File: src/rtl/spadq_pkg.sv
package spadq_pkg;

   typedef enum logic [2:0] {
      PH_ARMED  = 3'd0,
      PH_HOLD   = 3'd1,
      PH_GAP    = 3'd2,
      PH_RECHG  = 3'd3,
      PH_SETTLE = 3'd4,
      PH_REARM  = 3'd5
   } phase_e;

endpackage

File: src/rtl/spadq_edge_det.sv
module spadq_edge_det #(
   parameter bit RISING = 1'b1
) (
   input  logic clk,
   input  logic rst_n,
   input  logic sig_i,
   output logic pulse_o
);

   logic prev_q;

   always_ff @(posedge clk) begin
      if (!rst_n) prev_q <= 1'b0;
      else        prev_q <= sig_i;
   end

   generate
      if (RISING) begin : g_rise
         assign pulse_o = sig_i & ~prev_q;
      end else begin : g_fall
         assign pulse_o = ~sig_i & prev_q;
      end
   endgenerate

endmodule

File: src/rtl/spadq_timer.sv
module spadq_timer #(
   parameter int CNT_W = 6
) (
   input  logic             clk,
   input  logic             rst_n,
   input  logic             load_i,
   input  logic [CNT_W-1:0] load_val_i,
   output logic             expire_o
);

   logic [CNT_W-1:0] cnt_q;
   logic [CNT_W-1:0] load_eff;

   generate
      if (CNT_W < 1) begin : g_bad_w
         $error("spadq_timer: CNT_W must be at least 1");
      end
   endgenerate

   assign load_eff = (load_val_i == '0) ? CNT_W'(1) : load_val_i;

   always_ff @(posedge clk) begin
      if (!rst_n)              cnt_q <= '0;
      else if (load_i)         cnt_q <= load_eff;
      else if (cnt_q != '0)    cnt_q <= cnt_q - CNT_W'(1);
   end

   assign expire_o = (cnt_q == CNT_W'(1));

   p_load_nonzero_r9: assert property (@(posedge clk) disable iff (!rst_n)
      load_i |=> (cnt_q != '0));

   p_count_down_r3: assert property (@(posedge clk) disable iff (!rst_n)
      (!load_i && cnt_q > CNT_W'(1)) |=> (cnt_q == $past(cnt_q) - CNT_W'(1)));

endmodule

File: src/rtl/spadq_monoflop.sv
module spadq_monoflop #(
   parameter int HIT_W = 4
) (
   input  logic clk,
   input  logic rst_n,
   input  logic fire_i,
   output logic out_o
);

   localparam int HW = $clog2(HIT_W + 1);

   logic [HW-1:0] cnt_q;

   generate
      if (HIT_W < 1) begin : g_bad_hit
         $error("spadq_monoflop: HIT_W must be at least 1");
      end
   endgenerate

   always_ff @(posedge clk) begin
      if (!rst_n)            cnt_q <= '0;
      else if (fire_i)       cnt_q <= HW'(HIT_W);
      else if (cnt_q != '0)  cnt_q <= cnt_q - HW'(1);
   end

   assign out_o = (cnt_q != '0);

   p_fire_sets_out_r7: assert property (@(posedge clk) disable iff (!rst_n)
      fire_i |=> out_o);

endmodule

File: src/rtl/spad_quench_seq.sv
module spad_quench_seq
   import spadq_pkg::*;
#(
   parameter int CFG_W = 6,
   parameter int HIT_W = 4
) (
   input  logic             clk,
   input  logic             rst_n,
   input  logic             comp_sync_i,
   input  logic [CFG_W-1:0] hold_cfg_i,
   input  logic [CFG_W-1:0] edge_hi_cfg_i,
   input  logic [CFG_W-1:0] edge_lo_cfg_i,
   output logic             inhibit_o,
   output logic             recharge_o,
   output logic             hit_o
);

   generate
      if (CFG_W < 1 || CFG_W > 16) begin : g_bad_cfg
         $error("spad_quench_seq: CFG_W out of range 1..16");
      end
      if (HIT_W < 1) begin : g_bad_hitw
         $error("spad_quench_seq: HIT_W must be at least 1");
      end
   endgenerate

   phase_e           phase_q, phase_d;
   logic             latch_q;
   logic             comp_rise;
   logic             latch_fall;
   logic             accept;
   logic             t_load;
   logic [CFG_W-1:0] t_val;
   logic             t_expire;

   spadq_edge_det #(.RISING(1'b1)) u_comp_edge (
      .clk     (clk),
      .rst_n   (rst_n),
      .sig_i   (comp_sync_i),
      .pulse_o (comp_rise)
   );

   spadq_edge_det #(.RISING(1'b0)) u_latch_edge (
      .clk     (clk),
      .rst_n   (rst_n),
      .sig_i   (latch_q),
      .pulse_o (latch_fall)
   );

   spadq_timer #(.CNT_W(CFG_W)) u_timer (
      .clk        (clk),
      .rst_n      (rst_n),
      .load_i     (t_load),
      .load_val_i (t_val),
      .expire_o   (t_expire)
   );

   spadq_monoflop #(.HIT_W(HIT_W)) u_hit (
      .clk    (clk),
      .rst_n  (rst_n),
      .fire_i (accept),
      .out_o  (hit_o)
   );

   assign accept = (phase_q == PH_ARMED) && comp_rise;

   // Phase sequencing; the shared timer is reloaded on each timed entry
   always_comb begin
      phase_d = phase_q;
      t_load  = 1'b0;
      t_val   = hold_cfg_i;
      unique case (phase_q)
         PH_ARMED: begin
            if (accept) begin
               phase_d = PH_HOLD;
               t_load  = 1'b1;
               t_val   = hold_cfg_i;
            end
         end
         PH_HOLD: begin
            if (t_expire) phase_d = PH_GAP;
         end
         PH_GAP: begin
            if (latch_fall) begin
               phase_d = PH_RECHG;
               t_load  = 1'b1;
               t_val   = edge_hi_cfg_i;
            end
         end
         PH_RECHG: begin
            if (t_expire) begin
               phase_d = PH_SETTLE;
               t_load  = 1'b1;
               t_val   = edge_lo_cfg_i;
            end
         end
         PH_SETTLE: begin
            if (t_expire) phase_d = PH_REARM;
         end
         PH_REARM: begin
            if (!comp_sync_i) phase_d = PH_ARMED;
         end
         default: phase_d = PH_ARMED;
      endcase
   end

   always_ff @(posedge clk) begin
      if (!rst_n) phase_q <= PH_ARMED;
      else        phase_q <= phase_d;
   end

   // Quench latch: set by an accepted crossing, cleared by hold expiry
   always_ff @(posedge clk) begin
      if (!rst_n)                                latch_q <= 1'b0;
      else if (accept)                           latch_q <= 1'b1;
      else if (phase_q == PH_HOLD && t_expire)   latch_q <= 1'b0;
   end

   assign inhibit_o  = latch_q;
   assign recharge_o = (phase_q == PH_RECHG);

   p_reset_state_r1: assert property (@(posedge clk)
      !rst_n |=> (!inhibit_o && !recharge_o && !hit_o));

   p_switch_excl_r4: assert property (@(posedge clk) disable iff (!rst_n)
      !(inhibit_o && recharge_o));

   p_dead_cycle_r4: assert property (@(posedge clk) disable iff (!rst_n)
      $fell(inhibit_o) |-> (!recharge_o ##1 recharge_o));

   p_hit_with_latch_r7: assert property (@(posedge clk) disable iff (!rst_n)
      $rose(hit_o) |-> $rose(inhibit_o));

   p_no_hit_unarmed_r8: assert property (@(posedge clk) disable iff (!rst_n)
      (phase_q != PH_ARMED) |=> !$rose(hit_o));

   p_high_blocks_rearm_r6: assert property (@(posedge clk) disable iff (!rst_n)
      (phase_q == PH_REARM && comp_sync_i) |=> (phase_q == PH_REARM));

   p_settle_quiet_r5: assert property (@(posedge clk) disable iff (!rst_n)
      (phase_q == PH_SETTLE) |-> (!inhibit_o && !recharge_o));

endmodule

File: config.mk
export PLATFORM = sky130hd
export DESIGN_NAME = spad_quench_seq
export DESIGN_NICKNAME = d
export VERILOG_FILES = /design/src/rtl/spadq_pkg.sv /design/src/rtl/spadq_edge_det.sv /design/src/rtl/spadq_timer.sv /design/src/rtl/spadq_monoflop.sv /design/src/rtl/spad_quench_seq.sv
export SDC_FILE = /design/constraint.sdc
export NUM_CORES = 1
export LEC_CHECK = 0
export BUFFER_PORTS_ARGS = -buffer_cell sky130_fd_sc_hd__buf_2
export CAP_MARGIN = 10
export CELL_PAD_IN_SITES_DETAIL_PLACEMENT = 1
export CELL_PAD_IN_SITES_GLOBAL_PLACEMENT = 2
export CORE_ASPECT_RATIO = 1.75
export CORE_MARGIN = 3
export CORE_UTILIZATION = 30
export CTS_CLUSTER_SIZE = 24
export DETAILED_ROUTE_END_ITERATION = 8
export GPL_TIMING_DRIVEN = 0
export PLACE_DENSITY = 0.88
export SLEW_MARGIN = 20
export SYNTH_ARGS = -nofsm -noshare
export SYNTH_HDL_FRONTEND = slang
export SYNTH_HIERARCHICAL = 1
export SYNTH_SLANG_ARGS = --single-unit
File: constraint.sdc
create_clock -name clk -period 2.9 [get_ports clk]
set_input_delay 0.435 -clock clk [delete_from_list [all_inputs] [get_ports clk]]
set_output_delay 0.435 -clock clk [all_outputs]
set_load 0.005 [all_outputs]
==> flow_summary_export.csv, run 1 <==
group,metric,value,unit
min_path,holdPathStages,2,
drt,drcViolationCount,0,
grt,overflow,0,
drt,via_per_inst,5.102,
clock_tree,cts_tree,"yes",
power_and_ir_drop,ir_drop,0.2469,mV
worst_setup_path,criticalPathCategory,"flip-flop to flip-flop",
synth,netlist.top_cell.by_area,"dfxtp_1",
clock_tree,clockBufferDepth,2,
synth,synth_top_area_frac,0.3042,
timing,max_freq,0.3820,GHz
power_and_ir_drop,sequentialPowerShare,0.345,
clock_tree,root_buffer,"clkbuf_8",
grt,antenna_found_initial,0,
drt,vias,949,
synth,synth_compound_area_frac,0.2180,
synth,seq_area_frac_synth,0.3042,
synth,ys_top_cells_by_count,"inv_1 (16), dfxtp_1 (15), a22oi_1 (7)",
timing,fin_skew,0.002996,ns
placed_design,dp.cells,182,
timing,fin_crit,2.618,ns
drt,drt-pass1-iter-count,4,
power_and_ir_drop,comb_power_share,0.474,
clock_tree,numCtsBuffers,3,
synth,synth_most_common_cell,"inv_1",
clock_tree,cts-resized-gates,0,
cells_and_area,antenna_cells,0,
clock_tree,clkTransAtPathRegs,0.06,ns
grt,grt.total_usage,0.1395,
floorplan,ios,24,
synth,synth_edf_count,0,
min_path,hold_class,"primary input to flip-flop",
grt,grt_pass1_vias,1012,
synth,synth_top_family_by_area,"simple AND/OR/NAND/NOR gates",
floorplan,start_util,0.3142,
power_and_ir_drop,p_int,0.5762,mW
cells_and_area,layout-drive-gt1-share,0.2657,
min_path,hp-start,"comp_sync_i",
worst_setup_path,r2r-end,"u_timer/cnt_q[0]",
timing,fin_crit_sh,0.9027,
power_and_ir_drop,powerDensity,781.7,nW/um^2
floorplan,die_h,81.89,um
worst_setup_path,required,3.09,ns
timing,slew_violations,0,
worst_setup_path,cp_max_fo,9,
clock_tree,cts_hold_buf,0,
placed_design,gp_congestion,0.7514,
drt,detail_route.wl_per_cell,13.98,um
drt,drtIter0Drc,13,
worst_setup_path,rrSetupSlack,0.28,ns
placed_design,dp_hpwl,2093,um
clock_tree,clk_latency,0.25,ns
synth,async_flop_share,0,
timing,fin_tns_setup,0,ns
timing,slew-limit-headroom,0.5298,
power_and_ir_drop,p_total,0.9389,mW
timing,rsz0062_at_grt,"false",
clock_tree,htree_levels,1,
worst_setup_path,r2r_cells,8,
worst_setup_path,worstPathArrival,2.81,ns
run,cap_violations,0,
synth,netlist_area,987.2,um^2
worst_setup_path,reg2reg_from,"u_timer/cnt_q[3]",
floorplan,rows,27,
timing,whs,0.4474,ns
grt,grt_max_degree,20,
floorplan,fp.dieW,49.37,um
placed_design,portBuffers,23,
floorplan,core-area,3142,um^2
synth,ys_types,44,
cells_and_area,fin_cells,186,
synth,avgSynthCellArea,8.510,um^2
synth,yosysWarnings,6,
clock_tree,cts_sinks,15,
power_and_ir_drop,switchingPower,0.3628,mW
synth,synthAdderAreaFrac,0.06337,
grt,grt_first_pass_wirelength,4436,um
power_and_ir_drop,p_leak,0.5420,nW
outcome,status,"finished, final reports clean",
synth,synth.area.top_cells,"dfxtp_1 (30%), ha_1 (6.3%), inv_1 (6.1%), a22oi_1 (5.3%), o21ai_1 (3.0%)",
floorplan,die_area,4042,um^2
synth,synth-seq-cells,15,
synth,synth_nets,142,
worst_setup_path,end_kind,"flip-flop",
timing,setup_viol,0,
synth,synthSimpleGateAreaFrac,0.2586,
cells_and_area,fill_cells,403,
power_and_ir_drop,switching_share,0.3864,
cells_and_area,finish.utilization,0.3823,
worst_setup_path,crit_path_start_kind,"flip-flop",
cells_and_area,layout-area-overhead-vs-synth,21.67,%
cells_and_area,nets,170,
power_and_ir_drop,pwr-share-clk,0.180,
synth,synth_ff_type,"dfxtp_1",
clock_tree,post_cts_buffers,0,
drt,wl,2601,um
drt,ant_nets,0,
timing,worst_slew_pin_slew,0.6955,ns
synth,muxShareOfSynthArea,0.03295,
synth,syn_inst,116,
min_path,hold_path_end,"u_comp_edge/prev_q",
synth,synth_xor_area_frac,0.03549,
timing,hold_viol,0,
-- state kept, by name, summed over array words and instances (netlist names) --
| name | flops |
|---|---|
| inhibit_o | 1 |
| phase_q | 3 |
| u_comp_edge/prev_q | 1 |
| u_hit/cnt_q | 3 |
| u_latch_edge/prev_q | 1 |
| u_timer/cnt_q | 6 |
-- layout make-up --
class,instances,area [um^2],area share
buffer,4,26.28,0.02188
clock buffer,4,45.04,0.03750
inverter,16,60.06,0.05000
multi-input combinational,81,600.6,0.5000
sequential,15,300.3,0.2500
tap,43,53.80,0.04479
timing repair buffer,23,115.1,0.09583
-- critical path, cell delays in order, from the launching register on --
cell and delay [ns]:
dfxtp_1 0.36, nor4_1 0.60, and2_1 0.33, and4b_1 0.21, buf_2 0.20, or3_1 0.26, inv_1 0.17, a41oi_1 0.26
o311a_1 0.19
-- worst max path at each step --
stage                                 from               end  slack [ns]  cells past startpoint
final                     u_timer/cnt_q[3]  u_timer/cnt_q[0]        0.28                      8
after global routing      u_timer/cnt_q[3]  u_timer/cnt_q[0]        0.08                      8
after CTS                 u_timer/cnt_q[3]  u_timer/cnt_q[0]        0.28                      8
after detailed placement  u_timer/cnt_q[3]  u_timer/cnt_q[0]        0.31                      8
after global placement    u_timer/cnt_q[3]  u_timer/cnt_q[0]        0.34                      8
after floorplan           u_timer/cnt_q[3]  u_timer/cnt_q[0]        0.80                      8
-- cell usage in the layout, fill, tap and decap left out, drive strengths merged, types with 2 or more instances in the layout --
cell | netlist | routed
a21oi | 3 | 3
a22oi | 7 | 7
a31oi | 3 | 3
and2 | 4 | 4
and2b | 2 | 2
buf | 4 | 27
clkbuf | 0 | 4
dfxtp | 15 | 15
ha | 5 | 5
inv | 16 | 16
mux2 | 2 | 2
nand2 | 2 | 2
nand2b | 2 | 2
nand3 | 3 | 3
nor2 | 3 | 3
nor2b | 5 | 5
nor3 | 2 | 2
nor3b | 3 | 3
o21a | 2 | 2
o21ai | 9 | 9
o31ai | 2 | 2
or3 | 2 | 2
xnor2 | 2 | 2
xor2 | 2 | 2
-- per-layer routing --
metal  part of all wire  GRT usage  vias to the layer above
met4              0.017    0.06838                        0
met2               0.58     0.2809                       18
met3              0.026    0.01633                        4
li1                   -          -                      467
met5                  0          0                        -
met1               0.37     0.1371                      460
-- kinds of logic (layout without fill, tap and decap cells) --
| group | after synthesis | count (layout) |
|---|---|---|
| AND/OR/NAND/NOR | 37 | 37 |
| AO/OA/AOI/OAI | 32 | 32 |
| buffers and inverters | 20 | 47 |
| flip-flops | 15 | 15 |
| adder cells (fa/ha/maj) | 5 | 5 |
| XOR/XNOR | 4 | 4 |
| multiplexers | 3 | 3 |
-- stage by stage --
step                setup slack, ns  area [um^2]
floorplan                    0.8031        987.2
global placement             0.3399         1156
detailed placement           0.3113         1156
CTS                          0.2803         1201
global route                0.08063         1201
finish                       0.2823         1201
-- power groups by stage --
stage / registers (mW) / clock network [mW] / logic [mW]
after floorplan: 0.312 / 0 / 0.330
after global placement: 0.322 / 0 / 0.409
after detailed placement: 0.329 / 0 / 0.446
after CTS: 0.326 / 0.176 / 0.451
after global routing: 0.335 / 0.183 / 0.502
final: 0.324 / 0.169 / 0.445
No activity file was read; power rests on OpenSTA's default activity.
==> run 2, diff against run 1 <==
--- a/config.mk
+++ b/config.mk
@@ -15,7 +15,7 @@
 export CTS_CLUSTER_SIZE = 24
 export DETAILED_ROUTE_END_ITERATION = 8
 export GPL_TIMING_DRIVEN = 0
-export PLACE_DENSITY = 0.88
+export PLACE_DENSITY_LB_ADDON = 0.1
 export SLEW_MARGIN = 20
 export SYNTH_ARGS = -nofsm -noshare
 export SYNTH_HDL_FRONTEND = slang
==> flow_summary_export.csv, run 2 (same netlist as run 1, synthesis figures left out) <==
group,metric,value,unit
worst_setup_path,cp_max_fo,9,
grt,grt_max_degree,20,
cells_and_area,largest-register,"u_timer/cnt_q",
worst_setup_path,path_delay_family,"simple AND/OR/NAND/NOR gates",
clock_tree,cts_tree,"yes",
clock_tree,clk_latency,0.26,ns
timing,whs,0.4296,ns
worst_setup_path,crit_chain,"nor4_1, and2_1, and4b_1, buf_2, or3_1, inv_1, a211o_1, o311a_1",
worst_setup_path,crit_slowest_cell,"nor4_1",
cells_and_area,reg.largest.list,"u_timer/cnt_q x6, phase_q x3, u_hit/cnt_q x3",
drt,ant_nets,0,
timing,fin_crit_sh,0.8928,
clock_tree,root_buffer,"clkbuf_8",
timing,fin_crit,2.589,ns
drt,wl,2517,um
placed_design,portBuffers,23,
clock_tree,htree_levels,1,
worst_setup_path,worst-path-buf-inv,2,
timing,fin_tns_setup,0,ns
cells_and_area,layout-drive-gt1-share,0.2727,
grt,antenna_found_initial,0,
grt,grt.total_usage,0.1348,
floorplan,core-area,3142,um^2
clock_tree,cts-resized-gates,0,
worst_setup_path,crit_path_start_kind,"flip-flop",
worst_setup_path,worstPathArrival,2.74,ns
clock_tree,post_cts_buffers,0,
floorplan,die_h,81.89,um
outcome,status,"finished, final reports clean",
cells_and_area,fill_cells,396,
drt,detail_route.wl_per_cell,13.53,um
worst_setup_path,max_stage_delay,0.61,ns
power_and_ir_drop,switching_share,0.3852,
drt,via_per_inst,4.978,
run,cap_violations,0,
clock_tree,numCtsBuffers,3,
floorplan,start_util,0.3142,
worst_setup_path,criticalPathCategory,"flip-flop to flip-flop",
floorplan,rows,27,
clock_tree,cts_hold_buf,0,
power_and_ir_drop,sequentialPowerShare,0.345,
power_and_ir_drop,comb_power_share,0.463,
power_and_ir_drop,powerDensity,775.0,nW/um^2
timing,worst_slew_pin_slew,0.6827,ns
drt,vias,926,
worst_setup_path,end_kind,"flip-flop",
drt,drt-pass1-iter-count,2,
min_path,hold_class,"primary input to flip-flop",
drt,drtIter0Drc,5,
power_and_ir_drop,p_int,0.5741,mW
min_path,holdPathStages,2,
timing,rsz0062_at_grt,"false",
placed_design,dp_hpwl,1997,um
timing,fin_skew,0.01119,ns
clock_tree,cts_sinks,15,
power_and_ir_drop,p_leak,0.5409,nW
power_and_ir_drop,pwr-share-clk,0.192,
cells_and_area,antenna_cells,0,
floorplan,ios,24,
timing,slew_violations,0,
grt,grt_pass1_vias,953,
worst_setup_path,required,3.05,ns
timing,slew-limit-headroom,0.5384,
clock_tree,clkTransAtPathRegs,0.07,ns
clock_tree,clockBufferDepth,2,
grt,grt_first_pass_wirelength,4174,um
cells_and_area,nets,170,
floorplan,fp.dieW,49.37,um
timing,max_freq,0.3862,GHz
power_and_ir_drop,ir_drop,0.3982,mV
cells_and_area,layout-area-overhead-vs-synth,22.05,%
worst_setup_path,r2r_cells,8,
cells_and_area,layout_commonest_cell,"buf_2",
cells_and_area,largest_reg_flops,6,
floorplan,die_area,4042,um^2
worst_setup_path,cp_num_cells,8,
drt,drcViolationCount,0,
timing,hold_viol,0,
cells_and_area,mostFrequentLayoutCells,"buf_2 (26), inv_1 (16), dfxtp_1 (15), a22oi_1 (7), o21ai_1 (6)",
placed_design,gp_congestion,0.6985,
timing,setup_viol,0,
grt,overflow,0,
power_and_ir_drop,switchingPower,0.3597,mW
==> run 2: final cells by class <==
type / instances / area [um^2] / area share
plain buffers: 4 / 26.28 / 0.02181
multi-input cells: 81 / 600.6 / 0.4984
clock inverters: 1 / 7.507 / 0.006231
clock buffers: 3 / 41.29 / 0.03427
repair buffers: 23 / 115.1 / 0.09553
flip-flops and latches: 15 / 300.3 / 0.2492
well taps: 43 / 53.80 / 0.04465
inverters: 16 / 60.06 / 0.04984
==> run 2: path summary, 6_finish.rpt <==
path / from / end / slack, ns
worst max-delay path: u_timer/cnt_q[3] / u_timer/cnt_q[0] / 0.31
worst min register to register: inhibit_o / u_latch_edge/prev_q / 0.51
worst min-delay path: comp_sync_i / u_comp_edge/prev_q / 0.43
worst max register to register: u_timer/cnt_q[3] / u_timer/cnt_q[0] / 0.31
==> run 2: power groups by stage <==
stage / sequential (mW) / combinational [mW] / clock, mW
3_5_place_dp: 0.328 / 0.438 / 0
3_3_place_gp: 0.323 / 0.421 / 0
5_1_grt: 0.333 / 0.491 / 0.195
4_1_cts: 0.324 / 0.442 / 0.187
2_1_floorplan: 0.312 / 0.330 / 0
6_report: 0.322 / 0.433 / 0.179
==> run 2: per-stage QoR <==
stage	util	area (um^2)	total power, mW	std cells	setup WS [ns]
floorplan	-	987.2	0.6427	116	0.8031
global placement	0.3680	1156	0.7433	182	0.2688
detailed placement	0.3680	1156	0.7660	182	0.2957
CTS	0.3835	1205	0.9530	186	0.2787
global route	0.3835	1205	1.019	186	0.09757
finish	0.3835	1205	0.9338	186	0.3110
==> run 2: metal layers <==
metal | global-route usage | part of all wire | vias to the layer above
met4 | 0.07692 | 0.017 | 0
met2 | 0.2608 | 0.59 | 10
met5 | 0 | 0 | -
li1 | - | - | 464
met3 | 0.01815 | 0.021 | 4
met1 | 0.1354 | 0.37 | 448
